File: src/rtl/tsi_pkg.sv
package tsi_pkg;

    // Rate codes: a bit lasts 2**code clocks.
    typedef enum logic [1:0] {
        RATE_FULL    = 2'd0,
        RATE_HALF    = 2'd1,
        RATE_QUARTER = 2'd2,
        RATE_EIGHTH  = 2'd3
    } rate_e;

    localparam int PAY_W = 8;
    localparam int CM_W  = PAY_W + 4;

    // Per-output-channel connection word.
    typedef struct packed {
        logic             drive_en;
        logic             force_hi;
        logic             msg_mode;
        logic             var_delay;
        logic [PAY_W-1:0] payload;
    } cm_word_t;

    // Mask of the sub-slot clock bits for a rate code.
    function automatic logic [15:0] sub_slot_mask(input logic [1:0] code);
        return ~(16'hFFFF << code);
    endfunction

endpackage

File: src/rtl/tsi_frame_ctr.sv
module tsi_frame_ctr
    import tsi_pkg::*;
#(
    parameter int FRAME = 128,
    parameter int PW    = $clog2(FRAME)
) (
    input  logic          clk,
    input  logic          rst,
    input  logic          fp_in,
    output logic [PW-1:0] pos,
    output logic          half
);

    logic [PW-1:0] cnt_q;
    logic          half_q;
    logic          frame_start;

    always_comb begin
        if (fp_in || cnt_q == PW'(FRAME - 1)) begin
            pos = '0;
        end else begin
            pos = cnt_q + 1'b1;
        end
        frame_start = (pos == '0);
        half        = frame_start ? ~half_q : half_q;
    end

    always_ff @(posedge clk) begin
        if (rst) begin
            cnt_q  <= PW'(FRAME - 1);
            half_q <= 1'b0;
        end else begin
            cnt_q  <= pos;
            half_q <= half;
        end
    end

endmodule

File: src/rtl/tsi_rx.sv
module tsi_rx
    import tsi_pkg::*;
#(
    parameter int PW  = 7,
    parameter int CHW = 4,
    parameter int NS  = 2
) (
    input  logic                clk,
    input  logic                rst,
    input  logic [PW-1:0]       pos,
    input  logic [1:0]          rate,
    input  logic [NS-1:0]       din,
    output logic                wr_en,
    output logic [CHW-1:0]      wr_ch,
    output logic [NS-1:0][7:0]  wr_byte
);

    logic [PW-1:0] idx;
    logic          aligned;
    logic [6:0]    sh_q [NS];

    always_comb begin
        aligned = ((16'(pos) & sub_slot_mask(rate)) == 16'd0);
        idx     = pos >> rate;
        wr_en   = aligned && (idx[2:0] == 3'd7);
        wr_ch   = idx[PW-1:3];
        for (int s = 0; s < NS; s++) begin
            wr_byte[s] = {sh_q[s], din[s]};
        end
    end

    always_ff @(posedge clk) begin
        for (int s = 0; s < NS; s++) begin
            if (rst) begin
                sh_q[s] <= '0;
            end else if (aligned) begin
                sh_q[s] <= {sh_q[s][5:0], din[s]};
            end
        end
    end

endmodule

File: src/rtl/tsi_tx.sv
module tsi_tx
    import tsi_pkg::*;
#(
    parameter int PW  = 7,
    parameter int CHW = 4,
    parameter int NS  = 2
) (
    input  logic                clk,
    input  logic                rst,
    input  logic [PW-1:0]       pos,
    input  logic [1:0]          rate,
    input  cm_word_t [NS-1:0]   ld_word,
    input  logic [NS-1:0][7:0]  ld_byte,
    output logic [CHW-1:0]      rd_ch,
    output logic [NS-1:0]       out_data,
    output logic [NS-1:0]       out_en
);

    logic [PW-1:0] idx;
    logic          aligned;
    logic          load;
    logic [2:0]    bitn;

    always_comb begin
        aligned = ((16'(pos) & sub_slot_mask(rate)) == 16'd0);
        idx     = pos >> rate;
        bitn    = idx[2:0];
        load    = aligned && (bitn == 3'd0);
        rd_ch   = idx[PW-1:3];
    end

    for (genvar s = 0; s < NS; s++) begin : g_lane
        logic [7:0] byte_q;
        logic       en_q;
        logic       fh_q;
        logic       dq_q;
        logic       oe_q;

        always_ff @(posedge clk) begin
            if (rst) begin
                byte_q <= '0;
                en_q   <= 1'b0;
                fh_q   <= 1'b0;
                dq_q   <= 1'b0;
                oe_q   <= 1'b0;
            end else if (load) begin
                byte_q <= ld_byte[s];
                en_q   <= ld_word[s].drive_en;
                fh_q   <= ld_word[s].force_hi;
                oe_q   <= ld_word[s].drive_en;
                dq_q   <= ld_word[s].drive_en &
                          (ld_word[s].force_hi | ld_byte[s][7]);
            end else if (aligned) begin
                dq_q   <= en_q & (fh_q | byte_q[3'd7 - bitn]);
            end
        end

        assign out_data[s] = dq_q;
        assign out_en[s]   = oe_q;
    end

endmodule

File: src/rtl/tsi_switch.sv
module tsi_switch
    import tsi_pkg::*;
#(
    parameter int CH_MAX = 16,
    parameter int FRAME  = CH_MAX * 8,
    parameter int PW     = $clog2(FRAME),
    parameter int CHW    = $clog2(CH_MAX)
) (
    input  logic            clk,
    input  logic            rst,
    input  logic            fp_in,
    input  logic [1:0]      in_rate,
    input  logic [1:0]      out_rate,
    input  logic [1:0]      rx_data,
    input  logic            cm_we,
    input  logic [CHW:0]    cm_addr,
    input  logic [11:0]     cm_wdata,
    output logic [1:0]      tx_data,
    output logic [1:0]      tx_en
);

    localparam int NS = 2;

    logic [PW-1:0]        pos;
    logic                 half;
    logic                 wr_en;
    logic [CHW-1:0]       wr_ch;
    logic [NS-1:0][7:0]   wr_byte;
    logic [CHW-1:0]       rd_ch;
    cm_word_t [NS-1:0]    ld_word;
    logic [NS-1:0][7:0]   ld_byte;

    cm_word_t   cm_q   [NS][CH_MAX];
    logic [7:0] dmem_q [2][NS][CH_MAX];

    tsi_frame_ctr #(.FRAME(FRAME), .PW(PW)) u_ctr (
        .clk(clk), .rst(rst), .fp_in(fp_in), .pos(pos), .half(half)
    );

    tsi_rx #(.PW(PW), .CHW(CHW), .NS(NS)) u_rx (
        .clk(clk), .rst(rst), .pos(pos), .rate(in_rate), .din(rx_data),
        .wr_en(wr_en), .wr_ch(wr_ch), .wr_byte(wr_byte)
    );

    tsi_tx #(.PW(PW), .CHW(CHW), .NS(NS)) u_tx (
        .clk(clk), .rst(rst), .pos(pos), .rate(out_rate),
        .ld_word(ld_word), .ld_byte(ld_byte), .rd_ch(rd_ch),
        .out_data(tx_data), .out_en(tx_en)
    );

    // Connection memory: one word per output stream and channel.
    always_ff @(posedge clk) begin
        if (rst) begin
            for (int s = 0; s < NS; s++)
                for (int c = 0; c < CH_MAX; c++)
                    cm_q[s][c] <= '0;
        end else if (cm_we) begin
            cm_q[cm_addr[CHW]][cm_addr[CHW-1:0]] <= cm_word_t'(cm_wdata);
        end
    end

    // Double-buffered data memory; 'half' is written this frame.
    always_ff @(posedge clk) begin
        if (rst) begin
            for (int h = 0; h < 2; h++)
                for (int s = 0; s < NS; s++)
                    for (int c = 0; c < CH_MAX; c++)
                        dmem_q[h][s][c] <= '0;
        end else if (wr_en) begin
            for (int s = 0; s < NS; s++)
                dmem_q[half][s][wr_ch] <= wr_byte[s];
        end
    end

    // Per-output-stream source selection.
    for (genvar s = 0; s < NS; s++) begin : g_sel
        cm_word_t        w;
        logic            src_s;
        logic [CHW-1:0]  src_c;
        logic [PW+2:0]   last_slot;
        logic            seen;
        logic            rd_half;

        assign w         = cm_q[s][rd_ch];
        assign src_s     = w.payload[CHW];
        assign src_c     = w.payload[CHW-1:0];
        assign last_slot = (PW+3)'({src_c, 3'b111}) << in_rate;
        assign seen      = (PW+3)'(pos) > last_slot;
        assign rd_half   = (w.var_delay && seen) ? half : ~half;
        assign ld_word[s] = w;
        assign ld_byte[s] = w.msg_mode ? w.payload
                                       : dmem_q[rd_half][src_s][src_c];
    end

endmodule

File: config.mk
export PLATFORM = sky130hd
export DESIGN_NAME = tsi_switch
export DESIGN_NICKNAME = d
export VERILOG_FILES = /design/src/rtl/tsi_pkg.sv /design/src/rtl/tsi_frame_ctr.sv /design/src/rtl/tsi_rx.sv /design/src/rtl/tsi_tx.sv /design/src/rtl/tsi_switch.sv
export SDC_FILE = /design/constraint.sdc
export NUM_CORES = 2
export LEC_CHECK = 0
export ABC_AREA = 0
export BUFFER_PORTS_ARGS = -buffer_cell sky130_fd_sc_hd__buf_2
export CAP_MARGIN = 10
export CORE_MARGIN = 2
export CORE_UTILIZATION = 45
export DETAILED_ROUTE_END_ITERATION = 12
export PLACE_DENSITY = 0.72
export SYNTH_ARGS = -nofsm -noshare
export SYNTH_HDL_FRONTEND = slang
export SYNTH_SLANG_ARGS = --single-unit
File: constraint.sdc
create_clock -name clk -period 6.5 [get_ports clk]
set_input_delay 0 -clock clk [delete_from_list [all_inputs] [get_ports clk]]
set_output_delay 0 -clock clk [all_outputs]
set_load 0.03 [all_outputs]
==> impl_metrics.csv <==
group,metric,value,unit
synthesis,synth_edf_count,910,
synthesis,ys_warn_count,0,
final_layout,nets,4151,
sta,slew-limit-headroom,14.7,%
sta,setup_viol,0,
synthesis,synthTopCellsByArea,"edfxtp_1 (58%), mux4_2 (6.6%), and2_1 (4.1%)",
synthesis,synth_top_family_by_area,"simple AND/OR/NAND/NOR gates",
final_layout,num-fill-cells,8641,
power_and_ir_drop,p_per_area,327,nW/um^2
place,numPortBuffers,30,
floorplanning,start_util,45.2,%
run_status,status,"complete, no violations",
place,place.gp.congestion,1.01,
synthesis,yosysMostFrequentCell,"edfxtp_1",
sta,hold_viol,0,
power_and_ir_drop,max-vdd-ir-drop,207,uV
routing,drt-wirelength-per-cell,30.7,um
global_routing,antenna_found_initial,7,
synthesis,synth_flop_cell,"edfxtp_1",
place,placed_area,50700,um^2
worst_hold_path,worstHoldEndpoint,"u_ctr.cnt_q[4]",
synthesis,synth-compound-area-share,9.91,%
worst_hold_path,whs_path_depth,3,
synthesis,synth_seq_cells,940,
sta,slew_viol_final,0,
sta,fin_crit_sh,98.7,%
clock_network,cts_tree,"built",
synthesis,netlist_instances,3885,
synthesis,syn_area,47500,um^2
synthesis,synth_nets,3925,
worst_setup_path,r2r_setup_slack,80,ps
worst_hold_path,hold_path.startpoint,"fp_in",
synthesis,synthMuxAreaShare,11.2,%
final_layout,layout-drive-gt1-share,21.3,%
worst_setup_path,ff2ff_path_depth,32,
final_layout,syn_to_final_growth,16.5,%
routing,ant_nets,0,
global_routing,grt_max_degree,58,
floorplanning,coreArea,105000,um^2
sta,max_clock_freq,0.156,GHz
clock_network,cts.sinks,940,
routing,first_pass_iters,7,
clock_network,cts_buffers,99,
global_routing,grt_pass1_wl,245,mm
worst_setup_path,worstPathRequired,7110,ps
clock_network,clkTransAtPathRegs,60,ps
worst_setup_path,critPathTopFamily,"compound AO/OA/AOI/OAI gates",
synthesis,synth_largest_area_cell,"edfxtp_1",
worst_setup_path,path_class,"flip-flop to flip-flop",
worst_hold_path,hold_class,"input port to flip-flop",
global_routing,grt_overflow,0,
worst_setup_path,r2r-end,"u_tx.g_lane[0].dq_q",
worst_setup_path,crit_arrival,7020,ps
synthesis,synth-simple-area-share,16.1,%
clock_network,clockBufferDepth,3,
place,dp_hpwl,115,mm
worst_setup_path,cp_slowest_cell,"a211o_1",
sta,fin_skew,26.5,ps
synthesis,synth_commonest_cells,"edfxtp_1 (910), nand2_1 (522), nor2_1 (359)",
sta,hold_ws,44.8,ps
synthesis,synthArstFlopShare,0,%
synthesis,avgSynthCellArea,12.2,um^2
worst_setup_path,critPathMaxFanout,7,
clock_network,htreeDepth,3,
sta,worst_pin_slew,1280,ps
synthesis,ys_types,116,
sta,rsz0062_at_grt,"yes",
routing,route.detailed.drc,0,
floorplanning,pin_count,31,
synthesis,yosysTopAreaCellShare,57.5,%
routing,finalWirelength,172,mm
worst_setup_path,worstSetupStartpointType,"flip-flop",
floorplanning,rows,119,
synthesis,synth_xor_area_share,0.163,%
final_layout,fin_area,55300,um^2
floorplanning,fp.dieArea,108000,um^2
synthesis,yosysSeqAreaShare,58.8,%
global_routing,first_global_vias,35195,
floorplanning,die_h,329,um
floorplanning,die_x,329,um
worst_setup_path,crit_buf_inv,5,
synthesis,synth_adder_area_share,0.343,%
routing,first_iter_violations,6066,
worst_setup_path,slowest_delay,380,ps
routing,vias_per_cell,6.59,
routing,via_count,36871,
run,drv_cap,0,
power_and_ir_drop,leakage,19.6,nW
sta,fin_crit,6420,ps
worst_setup_path,critPathCaptureType,"flip-flop",
global_routing,grtUsageTotal,31.1,%
worst_setup_path,r2r_start,"u_ctr.cnt_q[0]",
clock_network,clkLatencyLatePin,690,ps
clock_network,cts-root-buf,"clkbuf_16",
worst max-delay path by stage:
stage / slack, ps / endpoint / start / cells past startpoint
finish: 80 / u_tx.g_lane[0].dq_q / u_ctr.cnt_q[0] / 32
CTS: 2 / u_tx.g_lane[0].dq_q / u_ctr.cnt_q[0] / 29
global placement: -150 / u_tx.g_lane[1].byte_q[5] / u_ctr.cnt_q[0] / 30
detailed placement: -170 / u_tx.g_lane[1].byte_q[5] / u_ctr.cnt_q[0] / 30
global route: -50 / u_tx.g_lane[0].byte_q[3] / u_ctr.cnt_q[0] / 34
floorplan: 10 / u_tx.g_lane[0].byte_q[1] / u_ctr.cnt_q[0] / 33
metal layers:
metal  wire [um]  track usage [%]
met5           0                0
met4        9730             15.1
met3       25000             9.80
met2       74800             46.4
met1       62200             41.3
sequential cells by signal, summed over array words and instances, names as in the netlist:
| signal | cells |
|---|---|
| cm_q | 384 |
| u_ctr.cnt_q | 7 |
| u_tx.g_lane.byte_q | 16 |
| u_tx.g_lane.oe_q | 1 |
| u_rx.sh_q | 14 |
| u_tx.g_lane.en_q | 1 |
| u_ctr.half_q | 1 |
| dmem_q | 512 |
| u_tx.g_lane.fh_q | 2 |
| u_tx.g_lane.dq_q | 2 |
placed cells by master, fill, tap and decap left out, types with 36 or more instances in the layout:
cell type / synthesis / final
edfxtp_1: 910 / 910
nand2_1: 522 / 520
nor2_1: 359 / 353
buf_4: 37 / 319
and2_1: 315 / 314
nand3_1: 183 / 182
mux2i_1: 169 / 165
mux4_2: 139 / 140
a21oi_1: 129 / 108
clkbuf_16: 0 / 106
o21ai_0: 85 / 80
nor3_1: 75 / 69
o211ai_1: 40 / 40
a31oi_1: 38 / 36
through the flow:
step / setup slack, ps / TNS (ps) / instances / utilization, % / power, W
floorplan: 13.6 / 0 / 3885 / - / 0.00998
global placement: -148 / -322 / 5321 / 48.3 / 0.0119
detailed placement: -171 / -391 / 5321 / 48.3 / 0.0119
CTS: 1.73 / 0 / 5520 / 51.6 / 0.0175
global route: -46.7 / -222 / 5584 / 52.7 / 0.0185
finish: 84.4 / 0 / 5595 / 52.7 / 0.0181
cells by family (layout without fill, tap and decap cells):
group                      count (synthesis)  in the layout
xor gates and xnor gates                   8              8
AOI/OAI and AO/OA                        641            642
buffers and inverters                    329            634
other                                      0             13
DFF                                      940            940
adders and majority gates                 13             13
and+or+nand+nor                         1612           1612
muxes                                    342            342
worst min-delay path, delay by kind of cell:
family / cells / cell delay [ps]
AND/OR/NAND/NOR: 2 / 390
buffers and inverters: 1 / 280
area by class of cell:
| class | count | area (um^2) | share of cell area, % |
|---|---|---|---|
| Clock buffer | 127 | 2630 | 4.76 |
| Sequential cell | 940 | 27900 | 50.5 |
| Antenna cell | 13 | 32.5 | 0.0588 |
| Inverter | 35 | 131 | 0.238 |
| Clock inverter | 54 | 524 | 0.948 |
| Tap cell | 1391 | 1740 | 3.15 |
| Timing Repair Buffer | 418 | 3760 | 6.80 |
| Multi-Input combinational cell | 2617 | 18600 | 33.5 |
power breakdown:
part	leakage [nW]	total, W	internal (W)	switching (W)
clock network	1.53	0.00562	0.00318	0.00244
logic	8.74	0.00532	0.00206	0.00327
registers	9.35	0.00716	0.00698	0.000184
total	19.6	0.0181	0.0122	0.00589
repair_timing:
item | CTS | global route
hold buffers | 12 | 0
hold endpoints to repair | 191 | 0
gates cloned | 2 | 6
pin swaps | 2 | 37
gates resized for setup | 8 | 100
setup buffers | 4 | 57
endpoints found under the setup margin | 7 | 18
(Power assumes the default switching activity.)
